$ cat src/rtl/tlp_trace_pkg.sv
package tlp_trace_pkg;

    localparam int FILT_W   = 20;
    localparam int FVAL_W   = 16;
    localparam int MODE_BIT = 19;
    localparam int TYPE_W   = 8;
    localparam int NCLS     = 3;
    localparam int DIR_W    = 4;

    typedef enum logic [1:0] {
        CLS_P    = 2'd0,
        CLS_NP   = 2'd1,
        CLS_CPL  = 2'd2,
        CLS_RSVD = 2'd3
    } tlp_cls_e;

    typedef enum logic [1:0] {
        ST_IDLE  = 2'd0,
        ST_RUN   = 2'd1,
        ST_FAULT = 2'd2
    } trace_st_e;

    typedef struct packed {
        logic [FILT_W-1:0] filt;
        logic [TYPE_W-1:0] tmask;
        logic [DIR_W-1:0]  dir;
        logic              fmt8;
    } trace_cfg_t;

endpackage

$ cat src/rtl/ttf_cfg_reg.sv
module ttf_cfg_reg
    import tlp_trace_pkg::*;
(
    input  logic       clk,
    input  logic       rst_n,
    input  logic       load,
    input  trace_cfg_t cfg_i,
    output trace_cfg_t cfg_q,
    output logic       err_q
);

    logic rsvd_bad;
    logic empty_mask;
    logic high_mask;
    logic dir_range;
    logic dir0_fmt8;
    logic incl_out;
    logic multi_out;
    logic bad;

    always_comb begin
        rsvd_bad   = |cfg_i.filt[MODE_BIT-1:FVAL_W];
        empty_mask = ~|cfg_i.tmask[NCLS-1:0];
        high_mask  = |cfg_i.tmask[TYPE_W-1:NCLS];
        dir_range  = |cfg_i.dir[DIR_W-1:2];
        dir0_fmt8  = cfg_i.fmt8 && (cfg_i.dir == '0);
        incl_out   = (cfg_i.dir == DIR_W'(1)) ||
                     (!cfg_i.fmt8 && ((cfg_i.dir == DIR_W'(2)) || (cfg_i.dir == DIR_W'(3))));
        multi_out  = incl_out && ($countones(cfg_i.tmask[NCLS-1:0]) > 1);
        bad        = rsvd_bad | empty_mask | high_mask | dir_range | dir0_fmt8 | multi_out;
    end

    always_ff @(posedge clk) begin
        if (!rst_n) begin
            cfg_q <= '0;
            err_q <= 1'b1;
        end else if (load) begin
            cfg_q <= cfg_i;
            err_q <= bad;
        end
    end

endmodule

$ cat src/rtl/ttf_matcher.sv
module ttf_matcher
    import tlp_trace_pkg::*;
#(
    parameter int PORT_W = 4
) (
    input  trace_cfg_t        cfg,
    input  logic [FVAL_W-1:0] rid,
    input  logic [PORT_W-1:0] port,
    input  tlp_cls_e          cls,
    input  logic              outb,
    input  logic              cpl_b,
    output logic              hit
);

    localparam int NPORT = 1 << PORT_W;

    logic [NCLS-1:0] cls_sel;
    logic            filt_ok;
    logic            type_ok;
    logic            dir_ok;
    logic            in_npb;
    logic            in_a;
    logic            port_ok;

    for (genvar k = 0; k < NCLS; k++) begin : g_cls
        assign cls_sel[k] = cfg.tmask[k] && (cls == tlp_cls_e'(k));
    end

    always_comb begin
        port_ok = 1'b0;
        for (int p = 0; p < NPORT; p++) begin
            if ((p < FVAL_W) && (port == PORT_W'(p))) begin
                port_ok = cfg.filt[p];
            end
        end
    end

    always_comb begin
        if (cfg.filt[MODE_BIT]) begin
            filt_ok = port_ok;
        end else begin
            filt_ok = (rid == cfg.filt[FVAL_W-1:0]);
        end
        type_ok = |cls_sel;
        in_npb  = !outb && ((cls != CLS_CPL) || cpl_b);
        in_a    = !outb && (cls == CLS_CPL) && !cpl_b;
        unique case ({cfg.fmt8, cfg.dir})
            5'h00:   dir_ok = !outb;
            5'h01:   dir_ok = outb;
            5'h02:   dir_ok = outb || in_npb;
            5'h03:   dir_ok = outb || in_a;
            5'h11:   dir_ok = outb;
            5'h12:   dir_ok = in_npb;
            5'h13:   dir_ok = in_a;
            default: dir_ok = 1'b0;
        endcase
        hit = filt_ok && type_ok && dir_ok;
    end

endmodule

$ cat src/rtl/tlp_trace_filter.sv
module tlp_trace_filter
    import tlp_trace_pkg::*;
#(
    parameter int PORT_W = 4,
    parameter int HDR_W  = 128
) (
    input  logic              clk,
    input  logic              rst_n,
    input  logic              trace_en,
    input  logic [19:0]       cfg_filter,
    input  logic [7:0]        cfg_types,
    input  logic [3:0]        cfg_dir,
    input  logic              cfg_fmt8,
    input  logic              pkt_vld,
    input  logic [15:0]       pkt_rid,
    input  logic [PORT_W-1:0] pkt_port,
    input  logic [1:0]        pkt_cls,
    input  logic              pkt_outb,
    input  logic              pkt_cpl_b,
    input  logic [HDR_W-1:0]  pkt_hdr,
    output logic              cap_vld,
    output logic [HDR_W-1:0]  cap_hdr,
    output logic              cfg_err
);

    trace_cfg_t cfg_in;
    trace_cfg_t cfg_held;
    logic       err_held;
    logic       hit;
    logic       elig;
    trace_st_e  st_q;
    trace_st_e  st_d;

    assign cfg_in = '{filt: cfg_filter, tmask: cfg_types, dir: cfg_dir, fmt8: cfg_fmt8};

    ttf_cfg_reg u_cfg (
        .clk   (clk),
        .rst_n (rst_n),
        .load  (!trace_en),
        .cfg_i (cfg_in),
        .cfg_q (cfg_held),
        .err_q (err_held)
    );

    ttf_matcher #(.PORT_W(PORT_W)) u_match (
        .cfg   (cfg_held),
        .rid   (pkt_rid),
        .port  (pkt_port),
        .cls   (tlp_cls_e'(pkt_cls)),
        .outb  (pkt_outb),
        .cpl_b (pkt_cpl_b),
        .hit   (hit)
    );

    always_comb begin
        st_d = st_q;
        unique case (st_q)
            ST_IDLE: begin
                if (trace_en) begin
                    st_d = err_held ? ST_FAULT : ST_RUN;
                end
            end
            ST_RUN, ST_FAULT: begin
                if (!trace_en) begin
                    st_d = ST_IDLE;
                end
            end
            default: st_d = ST_IDLE;
        endcase
    end

    always_ff @(posedge clk) begin
        if (!rst_n) begin
            st_q <= ST_IDLE;
        end else begin
            st_q <= st_d;
        end
    end

    assign elig = (st_q == ST_RUN) && trace_en;

    always_ff @(posedge clk) begin
        if (!rst_n) begin
            cap_vld <= 1'b0;
            cap_hdr <= '0;
        end else begin
            cap_vld <= elig && pkt_vld && hit;
            if (elig && pkt_vld && hit) begin
                cap_hdr <= pkt_hdr;
            end
        end
    end

    assign cfg_err = err_held;

endmodule

$ cat config.mk
export PLATFORM = sky130hd
export DESIGN_NAME = tlp_trace_filter
export DESIGN_NICKNAME = d
export VERILOG_FILES = /design/src/rtl/tlp_trace_pkg.sv /design/src/rtl/ttf_cfg_reg.sv /design/src/rtl/ttf_matcher.sv /design/src/rtl/tlp_trace_filter.sv
export SDC_FILE = /design/constraint.sdc
export NUM_CORES = 1
export LEC_CHECK = 0
export BUFFER_PORTS_ARGS = -buffer_cell sky130_fd_sc_hd__buf_2
export CAP_MARGIN = 20
export CORE_AREA = 2 2 122 124
export DETAILED_ROUTE_END_ITERATION = 10
export DIE_AREA = 0 0 124 126
export GPL_TIMING_DRIVEN = 0
export HOLD_SLACK_MARGIN = 0.05
export PLACE_DENSITY = 0.76
export RECOVER_POWER = 25
export SLEW_MARGIN = 5
export SYNTH_ARGS = -nofsm -noshare
export SYNTH_HDL_FRONTEND = slang
export SYNTH_SLANG_ARGS = --single-unit
$ cat constraint.sdc
create_clock -name clk -period 3.2 [get_ports clk]
set_input_delay 0 -clock clk [delete_from_list [all_inputs] [get_ports clk]]
set_output_delay 0 -clock clk [all_outputs]
set_load 0.005 [all_outputs]
# Word-level counts from Yosys, hierarchy flattened
# Cells that the tools add are included.
# word_totals
inputBits	189
reg_bits	160
# op_classes
muxes	22
reduce_logical	36
add_sub_neg	2
n_eq_ne	32
magnitude_cmp	1
bitwise_logic	5
# op_table
operator	count
$eq 4x4->1 const B	8
$gt 32x2->1 const B	1
$mux 1	17
$eq 16x16->1	1
$eq 4x2->1 const B	4
$eq 4x3->1 const B	4
$eq 5x5->1 const B	3
$logic_and 1x1->1	14
$eq 5x2->1 const B	2
$reduce_or 3->1	3
$eq 4x1->1 const B	2
$logic_not 4->1	2
$mux 2	3
$ne 2x2->1 const B	3
$pmux 1 s6	1
$reduce_or 2->1	3
$eq 5x1->1 const B	1
$logic_not 5->1	1
$logic_or 1x1->1	5
$or 1x1->1	5
$reduce_or 5->1	1
$eq 2x1->1 const B	2
$eq 2x2->1 const B	2
$logic_not 1->1	4
other kinds (5)	6

# Longest topological paths before layout
# logic_depth
ltp_word	21
depth_mapped	10
depth_no_buf	7

# By module
# From an unflattened synthesis, not the netlist that was laid out.
# unflattened
hier_cells	754
hier_area_um2	7173.1
# modules_own_cells
module	area_per_inst_um2	seq_area_each_um2	instances	cells_each
tlp_trace_filter	5350.1	2622.5	1	573
ttf_cfg_reg	1361.3	680.7	1	119
ttf_matcher	461.7	0.0	1	62

# Least setup slack after synthesis
# Ideal clock, no wire load.
# synth_timing
kind	register to register
startpoint	register u_cfg.cfg_q[24] in the netlist's numbering
endpoint	register cap_hdr[121]
path_stages_with_launch	9
t_required_ns	3.068
setup_time_ns	0.132
path_buffers	2
path_slack_ns	0.957
synth_period_minus_slack_ns	2.243
t_arrival_ns	2.111
path_cell_list	dfxtp_1 > or2_0 > mux4_2 > and3b_4 > or4_4 > buf_4 > buf_6 > nand3_1 > a21oi_1
# synth_between
elab_chain_len	9
# synth_rtl
element	line	text
start, declared	ttf_cfg_reg.sv:8	output trace_cfg_t cfg_q,
start signal, assigned	ttf_cfg_reg.sv:38	cfg_q <= cfg_i;
$mux 1 (5 in a row)	ttf_matcher.sv:32	if ((p < FVAL_W) && (port == PORT_W'(p))) begin
$mux 1 (*)	ttf_matcher.sv:39	if (cfg.filt[MODE_BIT]) begin
$logic_and 1x1->1 (*) (2 in a row)	ttf_matcher.sv:57	hit = filt_ok && type_ok && dir_ok;
$logic_and 1x1->1 (*)	tlp_trace_filter.sv:88	if (elig && pkt_vld && hit) begin
end signal, assigned	tlp_trace_filter.sv:89	cap_hdr <= pkt_hdr;
end, declared	tlp_trace_filter.sv:22	output logic [HDR_W-1:0] cap_hdr,
# Mark *: on every way between the ends. The rest lies on a longest branch, timed or not.
# A chain may end at the register's enable or synchronous reset.

# Worst setup path after layout
# layout_timing
startpoint	register u_cfg.cfg_q[21] in the netlist's numbering
endpoint	register cap_hdr[23]
# layout_between
elab_chain_len	12
# layout_rtl
element	line
$mux 1 (8 in a row)	ttf_matcher.sv:32
$mux 1 (*)	ttf_matcher.sv:39
$logic_and 1x1->1 (*) (2 in a row)	ttf_matcher.sv:57
$logic_and 1x1->1 (*)	tlp_trace_filter.sv:88
# Marks and branches as above.

==> run_results.csv <==
group,metric,value,unit
worst_hold_path,min_path_cells,4,
clock_network,cts_made_buffers,17,
floorplan,num_io_pins,319,
setup_path,cp_max_fo,10,
placed_design,dp_hpwl,15500,µm
timing,fin_crit,2.98,ns
logic_synthesis,synth_cell_types,41,
logic_synthesis,yosysTopAreaCell,"dfxtp_1",
power,leakage,4.34,nW
setup_path,cp.arrival,3.32,ns
power,p_clk_frac,0.457,
timing,whs,0.304,ns
setup_path,critical_path_class,"flop to flop",
floorplan,core,14300,µm²
detailed_routing,vias,8102,
job,cap_viol_max_count,0,
logic_synthesis,syn_area_per_cell,8.59,µm²
setup_path,cp_slowest_cell,"clkbuf_1",
timing,finalSetupViolCount,0,
clock_network,clk_latency,0.43,ns
timing,finalSetupTns,0,ns
logic_synthesis,syn_area,6470,µm²
setup_path,crit_chain,"xor2_1 > nor4_1 > a41oi_1 > nor3_1 > clkbuf_1 > buf_1 > nand3_1 > a21oi_1",
detailed_routing,wirelength,26300,µm
logic_synthesis,ys_ff_latch,157,
clock_network,tritoncts,"done",
timing,fmax,335,MHz
timing,fin_skew,0.00759,ns
setup_path,r2r_cells,8,
clock_network,root_buffer,"clkbuf_16",
clock_network,cts_sinks,157,
power,power.net_switching,1.10,mW
layout,n_antenna_cell,0,
detailed_routing,dr_wl_met2,12800,µm
floorplan,die-area,15600,µm²
global_route,grt_pass1_wl,40400,µm
setup_path,cp-start-kind,"flop",
layout,instances_no_fill,1440,
logic_synthesis,post-synth-top-count-cell,"dfxtp_1",
setup_path,critPathCaptureType,"flop",
logic_synthesis,synth_cells,753,
logic_synthesis,yosys-top-cells-area,"dfxtp_1 (49%), a21oi_1 (10%), o21ai_0 (10%), nand3_1 (10%), mux2i_1 (4.5%)",
layout,fin_nets,1435,
timing,worst_slack,0.216,ns
logic_synthesis,synth_edf_count,0,
power,seqPwrFrac,0.430,
floorplan,start_util,0.452,
timing,tightestPinTransition,0.777,ns
worst_hold_path,min_path_type,"primary input to flop",
setup_path,cp_slowest_stage_delay,0.58,ns
global_route,grt_max_degree,17,
layout,final_layout_size_suffix_gt1_frac,0.262,
power,intPower,3.54,mW
logic_synthesis,yosysSeqAreaShare,0.486,
global_route,grt_usage,0.333,
logic_synthesis,synth_top_area_share,0.486,
logic_synthesis,yosysWarnings,0,
timing,finalCritPeriodShare,0.932,
timing,rsz0062_at_grt,"no",
clock_network,clk_pin_slew_worst_paths,0.06,ns
power,p_per_area,446,nW/µm²
detailed_routing,viasPerCell,5.63,
detailed_routing,drcViolationCount,0,
power,swShare,0.237,
clock_network,cts_setup_buffers,0,
timing,slew_headroom,0.482,
global_route,antenna_found_initial,0,
setup_path,required,3.54,ns
power,power,4.63,mW
clock_network,htreeDepth,4,
placed_design,place_ws,0.426,ns
global_route,grt_pass1_vias,8086,
layout,synthToLayoutAreaGrowth,60.5,%
logic_synthesis,synth_commonest_cells,"dfxtp_1 (157), a21oi_1 (132), o21ai_0 (131)",
floorplan,fp.dieH,126,µm
detailed_routing,drt-met1-wl,9820,µm
detailed_routing,wl_per_cell,18.3,µm
power,vdd_drop_max,337,µV
timing,slew_violations,0,
detailed_routing,final_antenna_net_count,0,
placed_design,dp.cells,1253,
run_status,outcome,"finished clean",
detailed_routing,first_iter_violations,552,
placed_design,io_buffers,316,
detailed_routing,route.met3.wl,2170,µm
logic_synthesis,synth_fp_nets,945,
logic_synthesis,ys_async_sr_fraction,0,
clock_network,max-clock-path-buffers,2,
timing,hold_violations,0,
logic_synthesis,synth_flop_cell,"dfxtp_1",
placed_design,place.gp.congestion,0.877,
global_route,overflow,0,
floorplan,std_cell_rows,44,
power,comb_power_share,0.113,
floorplan,die_x,124,µm
detailed_routing,drtPass1Iterations,5,
detailed_routing,highest_layer,"met4",
## cells in the final DEF (no fill, tap or decap), types with 4 or more instances in the layout
cell and instances:
clkbuf_2 9, mux2i_1 29, o21ai_0 131, clkbuf_1 95, buf_2 265, buf_6 14, nand2_1 5, clkbuf_16 17
nor4_1 5, dfxtp_1 157, a21oi_1 132, xor2_1 16, nor2_1 33, clkinvlp_4 4, nand3_1 130, dlygate4sd3_1 155
buf_1 8
## per-layer routing
metal	track usage	vias to the layer above
met3	0.0870	131
met1	0.373	3749
met2	0.555	530
li1	-	3692
met4	0.215	0
met5	0	-
## through the flow
| stage | instance area, µm² | utilization |
|---|---|---|
| floorplan | 6470 | - |
| global placement | 8280 | 0.579 |
| detailed placement | 8280 | 0.579 |
| CTS | 10500 | 0.730 |
| global route | 10400 | 0.726 |
| finish | 10400 | 0.726 |
## flip-flops by register name, indices dropped and copies added (netlist names)
| signal | count |
|---|---|
| st_q | 2 |
| cap_hdr | 128 |
| cap_vld | 1 |
| u_cfg.err_q | 1 |
| u_cfg.cfg_q | 25 |
## final timing paths
check                                                   end  slack (ns)                    startpoint
worst max-delay path               cap_hdr[23]$_SDFFE_PN0P_        0.22  u_cfg.cfg_q[21]$_SDFFE_PN0N_
worst min-delay path            u_cfg.cfg_q[3]$_SDFFE_PN0N_        0.30                      trace_en
worst max register to register     cap_hdr[23]$_SDFFE_PN0P_        0.22  u_cfg.cfg_q[21]$_SDFFE_PN0N_
worst min register to register      cap_hdr[5]$_SDFFE_PN0P_        0.47       cap_hdr[5]$_SDFFE_PN0P_
## area by class of cell
| cell class | instances | area (µm²) |
|---|---|---|
| buffer | 78 | 422 |
| inverter | 3 | 11.3 |
| sequential | 157 | 3140 |
| multi-input combinational | 515 | 2900 |
| tap | 184 | 230 |
| timing repair buffer | 471 | 3070 |
| clock buffer | 19 | 453 |
| fill | 1040 | 3930 |
| clock inverter | 13 | 165 |
## worst max-delay path, delay by kind of cell (launching register included)
family                    cells  cell delay (ns)
xor gates and xnor gates      1             0.18
and+or+nand+nor               3             0.85
buffers and inverters         2             1.07
DFF                           1             0.34
AOI/OAI and AO/OA             2             0.45
## power groups by stage
stage / registers (mW) / logic [mW] / clock network (mW)
final: 1.99 / 0.523 / 2.12
after floorplan: 2.03 / 0.179 / 0
after CTS: 1.99 / 0.503 / 2.12
after global placement: 2.03 / 0.353 / 0
after detailed placement: 2.04 / 0.355 / 0
after global routing: 1.99 / 0.564 / 2.22
## timing repair
item	CTS	global route
hold endpoints to repair	154	0
hold buffers	155	0
resized for setup	0	0
## logic make-up (layout without fill, tap and decap cells)
kind of cell	after synthesis	count (layout)	synth area share
xor gates and xnor gates	17	17	0.0230
adders and majority gates	3	3	0.00580
muxes	32	32	0.0536
DFF	157	157	0.486
buffers and inverters	81	584	0.0669
and+or+nand+nor	192	192	0.151
AOI/OAI and AO/OA	271	271	0.214
(Power assumes the default switching activity.)
